**config.mk**
```make
export PLATFORM = sky130hd
export DESIGN_NAME = clkgen_i2c_target
export DESIGN_NICKNAME = d
export VERILOG_FILES = /design/src/rtl/clkgen_i2c_pkg.sv /design/src/rtl/clkgen_i2c_sync.sv /design/src/rtl/clkgen_i2c_link.sv /design/src/rtl/clkgen_ctrl_regs.sv /design/src/rtl/clkgen_i2c_target.sv
export SDC_FILE = /design/constraint.sdc
export NUM_CORES = 1
export LEC_CHECK = 0
export ABC_AREA = 1
export BUFFER_PORTS_ARGS = -buffer_cell sky130_fd_sc_hd__clkbuf_2
export CORE_MARGIN = 3
export CORE_UTILIZATION = 55
export CTS_CLUSTER_DIAMETER = 120
export DETAILED_ROUTE_END_ITERATION = 12
export PLACE_DENSITY = 0.76
export SETUP_SLACK_MARGIN = 0.02
export SYNTH_ARGS = -nofsm -noshare
export SYNTH_HDL_FRONTEND = slang
export SYNTH_SLANG_ARGS = --single-unit
```
**constraint.sdc**
```tcl
create_clock -name clk -period 6.2 [get_ports clk]
set_input_delay 0.31 -clock clk [delete_from_list [all_inputs] [get_ports clk]]
set_output_delay 0.31 -clock clk [all_outputs]
set_load 0.01 [all_outputs]
```
**src/rtl/clkgen_i2c_pkg.sv**
```systemverilog
package clkgen_i2c_pkg;
  localparam int BYTE_W     = 8;
  localparam int NUM_REGS   = 12;
  localparam int PTR_W      = $clog2(NUM_REGS);
  localparam int CNT_W      = $clog2(BYTE_W + 1);
  localparam int LOOP_REGS  = 4;
  localparam int PHASE_REGS = 2;
  localparam int MISC_REGS  = 2;
  localparam int RO_REGS    = 3;
  localparam int NUM_RW     = LOOP_REGS + PHASE_REGS + MISC_REGS;
  localparam int CMD_IDX    = 0;
  localparam int RW_BASE    = 1;
  localparam int RO_BASE    = RW_BASE + NUM_RW;
  localparam int STAT_W     = RO_REGS * BYTE_W - 1;

  // command register bit positions
  localparam int CMD_COMMIT_LOOP  = 0;
  localparam int CMD_COMMIT_PHASE = 1;
  localparam int CMD_RST_LOOP     = 2;
  localparam int CMD_RST_PHASE    = 3;

  localparam logic [PTR_W-1:0]  LAST_PTR   = PTR_W'(NUM_REGS - 1);
  localparam logic [PTR_W-1:0]  CMD_PTR    = PTR_W'(CMD_IDX);
  localparam logic [BYTE_W-1:0] NUM_REGS_B = BYTE_W'(NUM_REGS);
  localparam logic [5:0]        DEV_ADDR_HI = 6'b010011;

  typedef enum logic [2:0] {
    ST_IDLE, ST_ADDR, ST_AACK, ST_WDATA, ST_WACK, ST_RDATA, ST_RACK
  } bus_state_e;

  function automatic logic [PTR_W-1:0] ptr_next(input logic [PTR_W-1:0] p);
    return (p == LAST_PTR) ? '0 : p + PTR_W'(1);
  endfunction
endpackage

```
**src/rtl/clkgen_i2c_sync.sv**
```systemverilog
module clkgen_i2c_sync #(
  parameter int SYNC_STAGES = 2
) (
  input  logic clk,
  input  logic rst_n,
  input  logic scl_i,
  input  logic sda_i,
  output logic scl_rise,
  output logic scl_fall,
  output logic start_det,
  output logic stop_det,
  output logic sda_s
);
  logic [SYNC_STAGES-1:0] scl_pipe, sda_pipe;
  logic scl_q, sda_q, scl_s;

  always_ff @(posedge clk or negedge rst_n) begin
    if (!rst_n) begin
      scl_pipe <= '1;
      sda_pipe <= '1;
      scl_q    <= 1'b1;
      sda_q    <= 1'b1;
    end else begin
      scl_pipe <= {scl_pipe[SYNC_STAGES-2:0], scl_i};
      sda_pipe <= {sda_pipe[SYNC_STAGES-2:0], sda_i};
      scl_q    <= scl_pipe[SYNC_STAGES-1];
      sda_q    <= sda_pipe[SYNC_STAGES-1];
    end
  end

  assign scl_s     = scl_pipe[SYNC_STAGES-1];
  assign sda_s     = sda_pipe[SYNC_STAGES-1];
  assign scl_rise  = scl_s & ~scl_q;
  assign scl_fall  = ~scl_s & scl_q;
  assign start_det = scl_s & scl_q & sda_q & ~sda_s;
  assign stop_det  = scl_s & scl_q & ~sda_q & sda_s;
endmodule

```
**src/rtl/clkgen_i2c_link.sv**
```systemverilog
module clkgen_i2c_link
  import clkgen_i2c_pkg::*;
(
  input  logic              clk,
  input  logic              rst_n,
  input  logic              scl_rise,
  input  logic              scl_fall,
  input  logic              start_det,
  input  logic              stop_det,
  input  logic              sda_s,
  input  logic              addr_sel,
  input  logic [BYTE_W-1:0] rd_data,
  output logic [PTR_W-1:0]  rd_ptr,
  output logic              wr_en,
  output logic [PTR_W-1:0]  wr_addr,
  output logic [BYTE_W-1:0] wr_data,
  output logic              sda_oe
);
  bus_state_e        state_q, state_d;
  logic [CNT_W-1:0]  cnt_q, cnt_d;
  logic [BYTE_W-1:0] sh_q, sh_d;
  logic              rw_q, rw_d, first_q, first_d, nack_q, nack_d, oe_q, oe_d;
  logic [PTR_W-1:0]  ptr_q, ptr_d, wa_q, wa_d;
  logic              we_q, we_d;
  logic [BYTE_W-1:0] wd_q, wd_d;
  logic              byte_done;

  assign byte_done = (cnt_q == CNT_W'(BYTE_W));

  always_comb begin
    state_d = state_q;
    cnt_d   = cnt_q;
    sh_d    = sh_q;
    rw_d    = rw_q;
    first_d = first_q;
    nack_d  = nack_q;
    oe_d    = oe_q;
    ptr_d   = ptr_q;
    wa_d    = wa_q;
    wd_d    = wd_q;
    we_d    = 1'b0;
    if (stop_det) begin
      state_d = ST_IDLE;
      oe_d    = 1'b0;
    end else if (start_det) begin
      state_d = ST_ADDR;
      cnt_d   = '0;
      oe_d    = 1'b0;
    end else begin
      unique case (state_q)
        ST_IDLE: ;
        ST_ADDR: begin
          if (scl_rise) begin
            sh_d  = {sh_q[BYTE_W-2:0], sda_s};
            cnt_d = cnt_q + CNT_W'(1);
          end else if (scl_fall && byte_done) begin
            if (sh_q[BYTE_W-1:1] == {DEV_ADDR_HI, addr_sel}) begin
              state_d = ST_AACK;
              oe_d    = 1'b1;
              rw_d    = sh_q[0];
            end else begin
              state_d = ST_IDLE;
            end
          end
        end
        ST_AACK: begin
          if (scl_fall) begin
            cnt_d = '0;
            if (rw_q) begin
              state_d = ST_RDATA;
              sh_d    = rd_data;
              oe_d    = ~rd_data[BYTE_W-1];
            end else begin
              state_d = ST_WDATA;
              oe_d    = 1'b0;
              first_d = 1'b1;
            end
          end
        end
        ST_WDATA: begin
          if (scl_rise) begin
            sh_d  = {sh_q[BYTE_W-2:0], sda_s};
            cnt_d = cnt_q + CNT_W'(1);
          end else if (scl_fall && byte_done) begin
            state_d = ST_WACK;
            oe_d    = 1'b1;
            if (first_q) begin
              first_d = 1'b0;
              ptr_d   = (sh_q < NUM_REGS_B) ? sh_q[PTR_W-1:0] : '0;
            end else begin
              we_d  = 1'b1;
              wa_d  = ptr_q;
              wd_d  = sh_q;
              ptr_d = ptr_next(ptr_q);
            end
          end
        end
        ST_WACK: begin
          if (scl_fall) begin
            state_d = ST_WDATA;
            oe_d    = 1'b0;
            cnt_d   = '0;
          end
        end
        ST_RDATA: begin
          if (scl_rise) begin
            cnt_d = cnt_q + CNT_W'(1);
          end else if (scl_fall && byte_done) begin
            state_d = ST_RACK;
            oe_d    = 1'b0;
            ptr_d   = ptr_next(ptr_q);
          end else if (scl_fall && cnt_q != '0) begin
            sh_d = {sh_q[BYTE_W-2:0], 1'b0};
            oe_d = ~sh_q[BYTE_W-2];
          end
        end
        ST_RACK: begin
          if (scl_rise) begin
            nack_d = sda_s;
          end else if (scl_fall) begin
            if (nack_q) begin
              state_d = ST_IDLE;
            end else begin
              state_d = ST_RDATA;
              cnt_d   = '0;
              sh_d    = rd_data;
              oe_d    = ~rd_data[BYTE_W-1];
            end
          end
        end
        default: state_d = ST_IDLE;
      endcase
    end
  end

  always_ff @(posedge clk or negedge rst_n) begin
    if (!rst_n) begin
      state_q <= ST_IDLE;
      cnt_q   <= '0;
      sh_q    <= '0;
      rw_q    <= 1'b0;
      first_q <= 1'b0;
      nack_q  <= 1'b0;
      oe_q    <= 1'b0;
      ptr_q   <= '0;
      wa_q    <= '0;
      wd_q    <= '0;
      we_q    <= 1'b0;
    end else begin
      state_q <= state_d;
      cnt_q   <= cnt_d;
      sh_q    <= sh_d;
      rw_q    <= rw_d;
      first_q <= first_d;
      nack_q  <= nack_d;
      oe_q    <= oe_d;
      ptr_q   <= ptr_d;
      wa_q    <= wa_d;
      wd_q    <= wd_d;
      we_q    <= we_d;
    end
  end

  assign rd_ptr  = ptr_q;
  assign wr_en   = we_q;
  assign wr_addr = wa_q;
  assign wr_data = wd_q;
  assign sda_oe  = oe_q;
endmodule

```
**src/rtl/clkgen_ctrl_regs.sv**
```systemverilog
module clkgen_ctrl_regs
  import clkgen_i2c_pkg::*;
(
  input  logic                          clk,
  input  logic                          rst_n,
  input  logic                          wr_en,
  input  logic [PTR_W-1:0]              wr_addr,
  input  logic [BYTE_W-1:0]             wr_data,
  input  logic [PTR_W-1:0]              rd_ptr,
  input  logic                          lock_i,
  input  logic [STAT_W-1:0]             status_i,
  output logic [BYTE_W-1:0]             rd_data,
  output logic [LOOP_REGS*BYTE_W-1:0]   loop_ctrl_o,
  output logic [PHASE_REGS*BYTE_W-1:0]  phase_ctrl_o,
  output logic [MISC_REGS*BYTE_W-1:0]   misc_ctrl_o,
  output logic                          loop_rst_o,
  output logic                          phase_rst_o
);
  localparam int PH_LO = LOOP_REGS;
  localparam int MI_LO = LOOP_REGS + PHASE_REGS;

  logic [NUM_RW-1:0][BYTE_W-1:0]     shadow_q, shadow_d;
  logic [LOOP_REGS-1:0][BYTE_W-1:0]  loop_q, loop_d;
  logic [PHASE_REGS-1:0][BYTE_W-1:0] phase_q, phase_d;
  logic [RO_REGS-1:0][BYTE_W-1:0]    ro_word;
  logic cmd_hit, lrst_d, prst_d, lrst_q, prst_q;

  assign cmd_hit = wr_en && (wr_addr == CMD_PTR);
  assign ro_word = {status_i, lock_i};

  always_comb begin
    shadow_d = shadow_q;
    for (int i = 0; i < NUM_RW; i++) begin
      if (wr_en && wr_addr == PTR_W'(RW_BASE + i)) shadow_d[i] = wr_data;
    end
    loop_d  = (cmd_hit && wr_data[CMD_COMMIT_LOOP])  ? shadow_q[PH_LO-1:0] : loop_q;
    phase_d = (cmd_hit && wr_data[CMD_COMMIT_PHASE]) ? shadow_q[MI_LO-1:PH_LO] : phase_q;
    lrst_d  = cmd_hit && wr_data[CMD_RST_LOOP];
    prst_d  = cmd_hit && wr_data[CMD_RST_PHASE];
  end

  always_ff @(posedge clk or negedge rst_n) begin
    if (!rst_n) begin
      shadow_q <= '0;
      loop_q   <= '0;
      phase_q  <= '0;
      lrst_q   <= 1'b0;
      prst_q   <= 1'b0;
    end else begin
      shadow_q <= shadow_d;
      loop_q   <= loop_d;
      phase_q  <= phase_d;
      lrst_q   <= lrst_d;
      prst_q   <= prst_d;
    end
  end

  always_comb begin
    rd_data = '0;
    for (int i = 0; i < NUM_RW; i++) begin
      if (rd_ptr == PTR_W'(RW_BASE + i)) rd_data = shadow_q[i];
    end
    for (int j = 0; j < RO_REGS; j++) begin
      if (rd_ptr == PTR_W'(RO_BASE + j)) rd_data = ro_word[j];
    end
  end

  assign loop_ctrl_o  = loop_q;
  assign phase_ctrl_o = phase_q;
  assign misc_ctrl_o  = shadow_q[NUM_RW-1:MI_LO];
  assign loop_rst_o   = lrst_q;
  assign phase_rst_o  = prst_q;
endmodule

```
**src/rtl/clkgen_i2c_target.sv**
```systemverilog
module clkgen_i2c_target
  import clkgen_i2c_pkg::*;
#(
  parameter int SYNC_STAGES = 2
) (
  input  logic                         clk,
  input  logic                         rst_n,
  input  logic                         scl_i,
  input  logic                         sda_i,
  output logic                         sda_oe,
  input  logic                         addr_sel,
  input  logic                         lock_i,
  input  logic                         ref_i,
  input  logic [STAT_W-1:0]            status_i,
  output logic [LOOP_REGS*BYTE_W-1:0]  loop_ctrl_o,
  output logic [PHASE_REGS*BYTE_W-1:0] phase_ctrl_o,
  output logic [MISC_REGS*BYTE_W-1:0]  misc_ctrl_o,
  output logic                         loop_rst_o,
  output logic                         phase_rst_o,
  output logic                         lockref_o
);
  logic [1:0]        rst_pipe;
  logic              rst_sync_n;
  logic              scl_rise, scl_fall, start_det, stop_det, sda_s;
  logic              wr_en;
  logic [PTR_W-1:0]  wr_addr, rd_ptr;
  logic [BYTE_W-1:0] wr_data, rd_data;

  // asynchronous assertion, synchronous release
  always_ff @(posedge clk or negedge rst_n) begin
    if (!rst_n) rst_pipe <= '0;
    else        rst_pipe <= {rst_pipe[0], 1'b1};
  end
  assign rst_sync_n = rst_pipe[1];

  clkgen_i2c_sync #(.SYNC_STAGES(SYNC_STAGES)) u_sync (
    .clk(clk), .rst_n(rst_sync_n), .scl_i(scl_i), .sda_i(sda_i),
    .scl_rise(scl_rise), .scl_fall(scl_fall), .start_det(start_det),
    .stop_det(stop_det), .sda_s(sda_s)
  );

  clkgen_i2c_link u_link (
    .clk(clk), .rst_n(rst_sync_n), .scl_rise(scl_rise), .scl_fall(scl_fall),
    .start_det(start_det), .stop_det(stop_det), .sda_s(sda_s),
    .addr_sel(addr_sel), .rd_data(rd_data), .rd_ptr(rd_ptr),
    .wr_en(wr_en), .wr_addr(wr_addr), .wr_data(wr_data), .sda_oe(sda_oe)
  );

  clkgen_ctrl_regs u_regs (
    .clk(clk), .rst_n(rst_sync_n), .wr_en(wr_en), .wr_addr(wr_addr),
    .wr_data(wr_data), .rd_ptr(rd_ptr), .lock_i(lock_i), .status_i(status_i),
    .rd_data(rd_data), .loop_ctrl_o(loop_ctrl_o), .phase_ctrl_o(phase_ctrl_o),
    .misc_ctrl_o(misc_ctrl_o), .loop_rst_o(loop_rst_o), .phase_rst_o(phase_rst_o)
  );

  assign lockref_o = misc_ctrl_o[0] ? ref_i : lock_i;
endmodule

```
* Word level (Yosys, flattened, before mapping)
Cells that the tools add are included.
** Cells by class
- Bitwise gates (word level) :: 17
- Equal/unequal tests :: 59
- Div/mod/pow operators :: 0
- Shift operators :: 0
- Add/sub/neg operators :: 2
- Order comparisons :: 1
- Multiplexer cells :: 81
- Reductions and logical operators :: 35
- $mul :: 0
** Operators by type and width (count)
- 8-bit 2-to-1 mux :: 20
- 4-bit 2-to-1 mux :: 13
- 3-bit 2-to-1 mux :: 14
- 4-bit by 3-bit equality test with 1-bit output, second input constant :: 8
- 8-bit one-hot mux with 4 select lines :: 1
- 4-bit by 3-bit inequality test with 1-bit output, second input constant :: 7
- 1-bit 2-to-1 mux :: 27
- 4-bit equality test, second input constant :: 6
- 3-bit one-hot mux with 7 select lines :: 1
- 7-bit AND reduction :: 3
- 4-bit inequality test, second input constant :: 5
- 4-bit by 2-bit equality test with 1-bit output, second input constant :: 4
- 1-bit logical AND :: 15
- 2-bit by 1-bit inequality test with 1-bit output, second input constant :: 7
- 13-bit AND reduction :: 1
- 2-bit inequality test, second input constant :: 6
- 4-bit one-hot mux with 3 select lines :: 1
- 12-bit AND reduction :: 1
- 6-bit AND reduction :: 2
- 4-bit nonzero test :: 3
- 11-bit AND reduction :: 1
- 1-bit inverter :: 10
- 3-bit equality test, second input constant :: 3
- 3-bit inequality test, second input constant :: 3
- 21 further kinds :: 33
** Word-level totals
- Input port bits :: 30
- Bits in registers :: 158
- Latch bits :: 0
- ROM bits :: 0
- Memories :: 0
- Word-level logic and storage cells :: 227
- Bits in writable memories :: 0

* Depth between registers and ports, before layout
- Depth in word-level cells :: 19
- Depth in mapped cells :: 19

* Hierarchy
Synthesis repeated with hierarchy kept, for this count alone.
** Unflattened totals
- Cells, all modules :: 891
- Area total of the unflattened synthesis :: 7687.4 sq um
** Modules (own cells, without submodules)
- clkgen_ctrl_regs :: area each 5156.2 sq um, cells an instance 560, instances 1
- clkgen_i2c_link :: area each 2263.4 sq um, cells an instance 307, instances 1
- clkgen_i2c_sync :: area each 198.9 sq um, cells an instance 17, instances 1
- clkgen_i2c_target :: area each 68.8 sq um, cells an instance 7, instances 1

* Worst setup path before layout
No wires, ideal clock.
- Path type :: flip-flop to flip-flop
- Start point :: reg u_link.ptr_q[0], in the netlist u_link.rd_ptr[0]
- End point :: reg u_link.oe_q, in the netlist u_link.sda_oe
- Data arrival time :: 1.659 ns
- Cell stages (with the launch flop) :: 20
- Period minus slack after synthesis :: 1.776 ns
- Slack :: 4.424 ns
- Path buffers :: 1
- Data required time :: 6.084 ns
- Cells stage by stage :: dfrtp_1 inv_1 ha_1 buf_2 nor2_1 nand3_1 nand2_1 nand2_1 nand2_1 nand2_1 nand2_1 nand2_1 nand3_1 nand2_1 nand2_1 nand2_1 nand2_1 nand2_1 nand2_1 nand2_1
** Between the ends
- Longest elaborated chain between the ends :: 19
** Ends and longest elaborated chain
- start, declared :: line clkgen_i2c_link.sv:23 : logic [PTR_W-1:0] ptr_q, ptr_d, wa_q, wa_d;
- start signal, assigned :: line clkgen_i2c_link.sv:157 : ptr_q <= ptr_d;
- 4-bit by 1-bit equality test with 1-bit output :: line clkgen_ctrl_regs.sv:61 : if (rd_ptr == PTR_W'(RW_BASE + i)) rd_data = shadow_q[i];
- 8-bit 2-to-1 mux (8 in a row) :: line clkgen_ctrl_regs.sv:61
- 8-bit 2-to-1 mux (2 in a row) :: line clkgen_ctrl_regs.sv:64 : if (rd_ptr == PTR_W'(RO_BASE + j)) rd_data = ro_word[j];
- 8-bit 2-to-1 mux * :: line clkgen_ctrl_regs.sv:64
- 1-bit inverter * :: line clkgen_i2c_link.sv:72, clkgen_i2c_link.sv:127
- 1-bit 2-to-1 mux :: line clkgen_i2c_link.sv:121 : if (nack_q) begin
- 1-bit 2-to-1 mux :: line clkgen_i2c_link.sv:120 : end else if (scl_fall) begin
- 1-bit 2-to-1 mux :: line clkgen_i2c_link.sv:118 : if (scl_rise) begin
- 1-bit one-hot mux with 6 select lines * :: line clkgen_i2c_link.sv:50 : unique case (state_q)
- 1-bit 2-to-1 mux * :: line clkgen_i2c_link.sv:45 : end else if (start_det) begin
- 1-bit 2-to-1 mux * :: line clkgen_i2c_link.sv:42 : if (stop_det) begin
- end signal, assigned :: line clkgen_i2c_link.sv:144 : oe_q <= 1'b0;
- end signal, assigned :: line clkgen_i2c_link.sv:156 : oe_q <= oe_d;
- end, declared :: line clkgen_i2c_link.sv:22 : logic rw_q, rw_d, first_q, first_d, nack_q, nack_d, oe_q, oe_d;
Mark *: on every way between the ends. The rest lies on a longest branch, timed or not. The select of a mux whose other input is x is not followed.
A chain may end at the register's enable or synchronous reset.

* Final worst setup path
- Start point :: reg u_link.ptr_q[0], in the netlist u_link.rd_ptr[0]
- End point :: reg u_link.sh_q[6]
** Between the ends
- Longest elaborated chain between the ends :: 16
** Ends and longest elaborated chain
- 4-bit by 1-bit equality test with 1-bit output :: line clkgen_ctrl_regs.sv:61
- 8-bit 2-to-1 mux (8 in a row) :: line clkgen_ctrl_regs.sv:61
- 8-bit 2-to-1 mux (2 in a row) :: line clkgen_ctrl_regs.sv:64
- 8-bit 2-to-1 mux * :: line clkgen_ctrl_regs.sv:64
- 8-bit 2-to-1 mux :: line clkgen_i2c_link.sv:121
- 8-bit 2-to-1 mux :: line clkgen_i2c_link.sv:120
- 8-bit 2-to-1 mux :: line clkgen_i2c_link.sv:118
- 8-bit one-hot mux with 4 select lines * :: line clkgen_i2c_link.sv:50
- end signal, assigned :: line clkgen_i2c_link.sv:140 : sh_q <= '0;
- end signal, assigned :: line clkgen_i2c_link.sv:152 : sh_q <= sh_d;
- end, declared :: line clkgen_i2c_link.sv:21 : logic [BYTE_W-1:0] sh_q, sh_d;
Marks and branches as above.

==> impl_metrics.env <==
export IMPL_status="finished, final reports clean"
export IMPL_ys_warn_count=0
export IMPL_path_max_fanout=12
export IMPL_setup_viol=0
export IMPL_clk_pin_slew_ps=60
export IMPL_synthXorXnorAreaFrac=0.00113
export IMPL_ys_seq_area_frac=0.513
export IMPL_clk_root_buffer_cell="clkbuf_16"
export IMPL_synthAdderAreaFrac=0.00971
export IMPL_std_cell_rows=42
export IMPL_slew_violations=0
export IMPL_synth_compound_area_frac=0.110
export IMPL_arrival_ps=2840
export IMPL_io_pins=98
export IMPL_gr_max_usage_layer="met2"
export IMPL_viasPerCell=5.28
export IMPL_slew_headroom=0.299
export IMPL_synthTopCellsByArea="dfrtp_1 49%, nand2_1 12%, o21ai_0 5.9%"
export IMPL_first_iter_violations=591
export IMPL_rsz0062_at_grt="false"
export IMPL_cts_buffers_inserted=17
export IMPL_synth_top_area_cell="dfrtp_1"
export IMPL_ys_flop_type="dfrtp_1"
export IMPL_dp_cells=1157
export IMPL_diodes=0
export IMPL_synthCells=926
export IMPL_synthArstFlopShare=1.00
export IMPL_required_ps=6560
export IMPL_synthesis_area_um2=7730
export IMPL_grt_max_degree=82
export IMPL_skew_ps=10.1
export IMPL_port_buffers=97
export IMPL_ys_ff_latch=158
export IMPL_grt_pass1_vias=5861
export IMPL_grt_usage=0.241
export IMPL_hold_viol=0
export IMPL_instances_no_fill=1192
export IMPL_die_h_um=125
export IMPL_synth_top_family_by_area="simple AND/OR/NAND/NOR gates"
export IMPL_ant_nets=0
export IMPL_post_dp_cell_area_um2=8180
export IMPL_die_x_um=125
export IMPL_fin_crit_sh=0.400
export IMPL_start_util=0.572
export IMPL_post_place_ws_ps=3800
export IMPL_synthSimpleGateAreaFrac=0.234
export IMPL_use_met2=0.396
export IMPL_tightest_slew_ps=1050
export IMPL_worstHoldPathType="primary input to async pin"
export IMPL_synth_edff_count=0
export IMPL_grt_remaining_overflow=0
export IMPL_routed_wl_um=18200
export IMPL_synthToLayoutAreaGrowth_pct=13.4
export IMPL_grt_pass1_wl_um=29900
export IMPL_num_vias=6298
export IMPL_dr_pass1_iters=6
export IMPL_wire_per_inst_um=15.3
export IMPL_layout_drive_gt1_share=0.209
export IMPL_ir_worst_vdd_v=0.000286
export IMPL_final_fill_count=1144
export IMPL_power_density_nw_per_um2=316
export IMPL_crit_start="u_link.rd_ptr[0]$_DFFE_PN0P_"
export IMPL_antenna_found_initial=0
export IMPL_cts_tree="yes"
export IMPL_post_cts_buffers=0
export IMPL_synth_cell_types=43
export IMPL_core_um2=13500
export IMPL_yosysTopAreaCellShare=0.492
export IMPL_cts_sinks=158
export IMPL_die_area_um2=15500
export IMPL_clockBufferDepth=2
export IMPL_syn_nets=962
export IMPL_synthMuxAreaShare=0.0452
export IMPL_met3_usage=0.0540
export IMPL_hold_buffers=3
export IMPL_postSynthAreaPerCell_um2=8.35
export IMPL_critPathKind="register to register"
export IMPL_finish_instance_area_um2=8760
export IMPL_cap_violations=0
export IMPL_crit_path_start_kind="register"
export IMPL_grt_use_met1=0.319
export IMPL_worst_slack_ps=3720
export IMPL_tns_ps=0
export IMPL_cts_resized=0
export IMPL_gp_congestion=0.886
export IMPL_dp_hpwl_um=12900
export IMPL_p_leak_nw=4.55
export IMPL_htree_levels=4
export IMPL_reg2reg_from="u_link.rd_ptr[0]$_DFFE_PN0P_"
export IMPL_clock_latency_ps=430
export IMPL_nets=1039
export IMPL_period_minus_slack_ps=2480
export IMPL_timing_fmax_ghz=0.403
export IMPL_final_core_util=0.649
export IMPL_endpoint_kind="register"
export IMPL_drc=0
[metal layers]
metal  up-vias  wire length, µm
li1       3099                -
met2       188             8880
met4         0              376
met5         -                0
met3        33              936
met1      2978             8000
[stage by stage]
step                      hold slack, ps  total power (W)
after CTS                            171          0.00278
after detailed placement            97.9          0.00180
final                                180          0.00277
after global placement              97.6          0.00180
after global routing                 180          0.00292
after floorplan                     14.4          0.00164
[logic make-up (layout without fill, tap and decap cells)]
logic type / Yosys count / in the layout
AND/OR/NAND/NOR: 422 / 422
flip-flops: 158 / 158
AO/OA/AOI/OAI: 157 / 157
buffers and inverters: 150 / 240
multiplexers: 31 / 31
adder cells (fa/ha/maj): 6 / 6
other: 1 / 1
XOR/XNOR: 1 / 1
[critical path: stages, from the launching register on]
cell	delay (ps)
dfrtp_1	430
inv_1	130
ha_1	440
inv_1	240
nor3_1	240
nand2_1	90
nand2_1	70
nand2_1	60
nand2_1	60
nand2_1	60
nand2_1	90
nand2_1	50
nand3b_1	100
nand2_1	70
nand2_1	70
nand3_1	80
a21oi_2	120
[path summary, 6_finish.rpt]
check                           slack [ps]  cells after the start                            endpoint
worst max-delay path                  3720                     16          u_link.sh_q[6]$_DFFE_PN0P_
worst min-delay path                   180                      2               rst_pipe[1]$_DFF_PN0_
worst max register to register        3720                     16          u_link.sh_q[6]$_DFFE_PN0P_
worst min register to register         350                      0               rst_pipe[1]$_DFF_PN0_
max in group asynchronous             4100                      1  u_regs.loop_ctrl_o[16]$_DFFE_PN0P_
min in group clk                       260                      5          u_link.sh_q[0]$_DFFE_PN0P_
[where the power goes]
part	internal, W	leakage [nW]	switching, W
sequential	0.00109	2.08	0.0000845
combinational	0.000199	2.20	0.000411
clock	0.000571	0.270	0.000413
[cell usage after synthesis (3+ instances only)]
| cell type | instances |
|---|---|
| nand3_2 | 3 |
| dfrtp_1 | 152 |
| o21ai_2 | 5 |
| nand4_1 | 8 |
| or2_2 | 7 |
| ha_1 | 6 |
| nor3_1 | 9 |
| clkbuf_1 | 9 |
| nand3_1 | 30 |
| a21oi_1 | 44 |
| inv_2 | 9 |
| dfstp_2 | 6 |
| nor2_2 | 6 |
| nor2_1 | 89 |
| a31oi_1 | 5 |
| inv_1 | 96 |
| o21ai_0 | 91 |
| buf_4 | 17 |
| mux2_2 | 31 |
| buf_6 | 4 |
| buf_2 | 13 |
| nor2_4 | 4 |
| nand2_1 | 254 |
[cells in the final DEF, fill, tap and decap left out, types with 2 or more instances in the layout]
cell and n:
clkinvlp_4 2, inv_1 96, dfstp_2 6, clkbuf_2 97, inv_2 9, mux2_2 31, clkinv_2 5, or2_2 7
dfrtp_1 151, o21ai_0 91, nand4_1 8, nor3_1 9, nor4_1 2, clkbuf_1 3, nor2_4 5, nand2_1 254
nor2_2 6, nand2_2 2, a21oi_1 44, nand2_4 2, clkbuf_8 2, ha_1 6, a31oi_1 5, nand3_1 30
nand3b_1 2, o22ai_1 2, clkbuf_16 17, o2111ai_1 2, nor2_1 88, o31ai_1 2, o21ai_2 5, nand3_2 3
dlygate4sd3_1 3, a21oi_2 2
[layout make-up]
cell class                 instances  area (µm²)  share of cell area
sequential                       158        3970               0.452
multi-input combinational        618        3100               0.354
timing repair buffer             101         523              0.0597
clock buffer                      22         464              0.0530
inverter                         107         404              0.0461
tap                              176         220              0.0251
clock inverter                    10        87.6             0.00999
[registers in the layout, summed over array words and instances, names as in the netlist, 8 cells and up]
signal and count:
u_link.sh_q 8, u_regs.shadow_q 48, u_link.wr_data 8, u_regs.phase_ctrl_o 16
u_regs.loop_ctrl_o 32, u_regs.misc_ctrl_o 16
Power figures use the tool's default switching activity.
